$ cat src/rtl/sbf_mask_unit.sv
module sbf_mask_unit #(
  parameter int XLEN = 32
) (
  input  logic            clk,
  input  logic            rst,
  input  logic            in_valid,
  input  logic [XLEN-1:0] src_mask,
  input  logic [XLEN-1:0] restart_mask,
  input  logic            restart_absent,
  output logic            out_valid,
  output logic [XLEN-1:0] out_mask
);

  // live[i]: setting mode survives position i (equals the result bit)
  logic [XLEN-1:0] live;
  logic [XLEN-1:0] rearm;

  assign rearm = restart_absent ? '0 : restart_mask;

  genvar i;
  generate
    for (i = 0; i < XLEN; i++) begin : g_scan
      if (i == 0) begin : g_first
        assign live[i] = ~src_mask[i] & (restart_absent | rearm[i]);
      end else begin : g_rest
        assign live[i] = ~src_mask[i] & (live[i-1] | rearm[i]);
      end
    end
  endgenerate

  always_ff @(posedge clk) begin
    if (rst) begin
      out_valid <= 1'b0;
      out_mask  <= '0;
    end else begin
      out_valid <= in_valid;
      if (in_valid) out_mask <= live;
    end
  end

endmodule

$ cat config.mk
export PLATFORM = sky130hd
export DESIGN_NAME = sbf_mask_unit
export DESIGN_NICKNAME = d
export VERILOG_FILES = /design/src/rtl/sbf_mask_unit.sv
export SDC_FILE = /design/constraint.sdc
export NUM_CORES = 1
export LEC_CHECK = 0
export ABC_AREA = 0
export BUFFER_PORTS_ARGS = -buffer_cell sky130_fd_sc_hd__clkbuf_2
export CORE_ASPECT_RATIO = 1.75
export CORE_MARGIN = 3
export CORE_UTILIZATION = 30
export DETAILED_ROUTE_END_ITERATION = 6
export PLACE_DENSITY_LB_ADDON = 0.05
export SLEW_MARGIN = 20
export SYNTH_ARGS = -nofsm -noshare
export SYNTH_HDL_FRONTEND = slang
export SYNTH_SLANG_ARGS = --single-unit
$ cat constraint.sdc
create_clock -name clk -period 3.2 [get_ports clk]
set_clock_uncertainty 0.2 [all_clocks]
set_input_delay 0.32 -clock clk [delete_from_list [all_inputs] [get_ports clk]]
set_output_delay 0.32 -clock clk [all_outputs]
set_load 0.005 [all_outputs]
==> flow_summary.yaml <==
run_status:
  status: "finished, final reports clean"
synthesis:
  yosysSeqAreaShare_pct: 33.7
  synth_top_area_cell: "dfxtp_1"
  synth_cell_type_count: 44
  ys_seq_elements: 33
  post-synth-top-area-fraction_pct: 33.7
  synth-xor-area-share_pct: 0
  synthSimpleGateAreaFrac_pct: 28.1
  synth_flop_cell: "dfxtp_1"
  syn_area_per_cell_um2: 7.60
  syn_nets: 326
  synth_area_mm2: 0.00196
  yosys-top-cells-area: "dfxtp_1, nor2_1, a21oi_1"
  synth_compound_area_share_pct: 29.8
  yosys_warnings: 0
  ys_async_sr_fraction_pct: 0
  synth_top_family_by_area: "compound AO/OA/AOI/OAI gates"
  muxShareOfSynthArea_pct: 4.08
  synth_edf_count: 0
  syn-instance-count: 258
  synth_adder_area_share_pct: 0
routing:
  viasPerCell: 5.21
  vias: 2285
  drc: 0
  wl_per_cell_um: 15.7
  drtAntennaViolNets: 0
  drt_pass1_iterations: 4
  drt_iter0_markers: 110
  wl_um: 6890
floorplan:
  initial_core_util_pct: 31.2
  io_pins: 101
  design.core.area_mm2: 0.00628
  fp.dieH_um: 113
  placementRows: 38
  fp.dieW_um: 67.1
  die-area_mm2: 0.00758
power:
  p_per_area_mw_per_mm2: 402
  vdd_drop_max_uv: 218
  leakagePower_nw: 1.24
clock_network:
  postCtsSetupRepairBufs: 0
  cts_buffers: 5
  cts_buffer_depth: 2
  cts_hold_buffers: 0
  root_buffer: "clkbuf_8"
  cts.repair.resized: 0
  clock-sinks: 33
  clkLatencyLatePin_ps: 280
  tritoncts: "done"
  path_clk_slew_ps: 80
  htree_num_levels: 2
final_layout:
  antennaDiodeCount: 0
  layout-drive-gt1-share_pct: 34.5
  fill_cells: 716
  area_growth_pct: 36.1
  nets: 426
global_route:
  grt_pass1_wl_um: 10800
  grt_max_degree: 33
  track_usage_pct: 18.7
  grt_pass1_vias: 2276
  antenna_found_initial: 0
  grt-ovfl-total: 0
worst_setup_path:
  crit_required_ps: 3150
  crit_path_start_kind: "input pin"
  cp.arrival_ps: 2210
  rrSetupSlack_ps: 1960
  critical_path_class: "input pin to flip-flop"
  r2r_cells: 4
  cp_max_fo: 12
  crit_path_end_kind: "flip-flop"
place:
  dp_hpwl_um: 5400
  io_buffers: 100
  gp_congestion: 0.830
timing:
  period_share_pct: 70.5
  drv_slew: 0
  tightestPinTransition_ps: 424
  whs_ps: 78.4
  min_period_ps: 2260
  hold_violations: 0
  max_freq_ghz: 0.443
  tns_ps: 0
  slew_headroom_pct: 71.8
  grt_setup_unrepaired: "no"
  setup-violations-final: 0
min_path:
  min_path_cells: 2
  hp-class: "input pin to flip-flop"
run:
  maxCapViolCount: 0
[power by group]
group / leakage [nW] / internal (mW) / switching, mW
combinational: 0.914 / 0.0963 / 0.121
sequential: 0.270 / 0.429 / 0.00951
clock: 0.0585 / 0.254 / 0.163
[cells in the mapped netlist (2+ instances only)]
| library cell | count |
|---|---|
| a211oi_1 | 4 |
| mux2i_1 | 8 |
| o21bai_1 | 6 |
| nor3b_1 | 2 |
| nand3_1 | 2 |
| a21oi_1 | 27 |
| o21ai_1 | 2 |
| o32ai_1 | 5 |
| o22ai_1 | 4 |
| or3_1 | 5 |
| nor3_1 | 9 |
| nor2b_1 | 13 |
| a311oi_1 | 7 |
| nand2b_1 | 3 |
| o21ai_0 | 9 |
| nand2_1 | 22 |
| or2_2 | 3 |
| or4_1 | 2 |
| o41ai_2 | 2 |
| a2bb2oi_1 | 2 |
| clkbuf_1 | 8 |
| dfxtp_1 | 33 |
| o21a_1 | 2 |
| buf_1 | 3 |
| nor2_1 | 43 |
| a21o_1 | 2 |
| a211o_1 | 2 |
| inv_1 | 9 |
| a31oi_1 | 2 |
| o31ai_1 | 2 |
| nand3b_1 | 2 |
[cells by family after synthesis]
logic type / Yosys count
compound gates: 84
buf+inv: 22
flops: 33
simple gates: 111
mux: 8
[sequential cells by signal, indices dropped and copies added (netlist names)]
register / cells
out_mask: 32
out_valid: 1
[worst max-delay path, stage by stage]
cell,delay [ps]
clkbuf_2,230
clkinv_1,380
o21a_1,250
o21ba_2,250
o21ai_1,330
a211oi_1,180
a21oi_1,170
o32ai_1,90
[layout make-up]
type	instances	area, µm²	area share, %
tap	80	100	3.75
clock inverter	1	30.0	1.13
sequential	33	661	24.8
inverter	10	37.5	1.41
multi-input combinational	203	1220	45.6
timing repair buffer	105	538	20.2
clock buffer	7	86.3	3.23
[per-layer routing]
metal / GRT usage (%) / up-vias / share of wire [%]
li1: - / 1134 / -
met1: 20.2 / 1058 / 39
met2: 34.3 / 80 / 54
met4: 7.05 / 0 / 2.2
met3: 3.77 / 13 / 4.8
met5: 0 / - / 0
[cell usage in the layout, fill, tap and decap left out, types with 3 or more instances in the layout]
cell type | Yosys | layout
or3_1 | 5 | 5
mux2i_1 | 8 | 8
nand2_1 | 22 | 22
nor2b_1 | 13 | 13
a21oi_1 | 27 | 27
o32ai_1 | 5 | 5
or2_2 | 3 | 3
nor3_1 | 9 | 9
a211oi_1 | 4 | 4
o21bai_1 | 6 | 6
nand2b_1 | 3 | 3
a311oi_1 | 7 | 7
buf_4 | 0 | 5
o22ai_1 | 4 | 4
clkbuf_8 | 0 | 6
nor2_1 | 43 | 43
dfxtp_1 | 33 | 33
o21ai_0 | 9 | 9
clkbuf_2 | 0 | 100
inv_1 | 9 | 9
[worst paths after layout]
| path | startpoint | to |
|---|---|---|
| worst min register to register | out_mask[13]$_SDFFE_PP0P_ | out_mask[13]$_SDFFE_PP0P_ |
| worst min-delay path | src_mask[16] | out_mask[16]$_SDFFE_PP0P_ |
| worst max-delay path | restart_absent | out_mask[18]$_SDFFE_PP0P_ |
| worst max register to register | out_mask[31]$_SDFFE_PP0P_ | out_mask[31]$_SDFFE_PP0P_ |
[metrics by stage]
stage	total power [mW]	setup slack (ps)	util (%)	instances	cell area (µm²)
after CTS	1.09	937	42.5	439	2670
after detailed placement	0.667	640	40.7	431	2550
after floorplan	0.559	941	-	258	1960
after global placement	0.668	669	40.7	431	2550
final	1.07	944	42.5	439	2670
after global routing	1.13	700	42.5	439	2670
(Power assumes the default switching activity.)
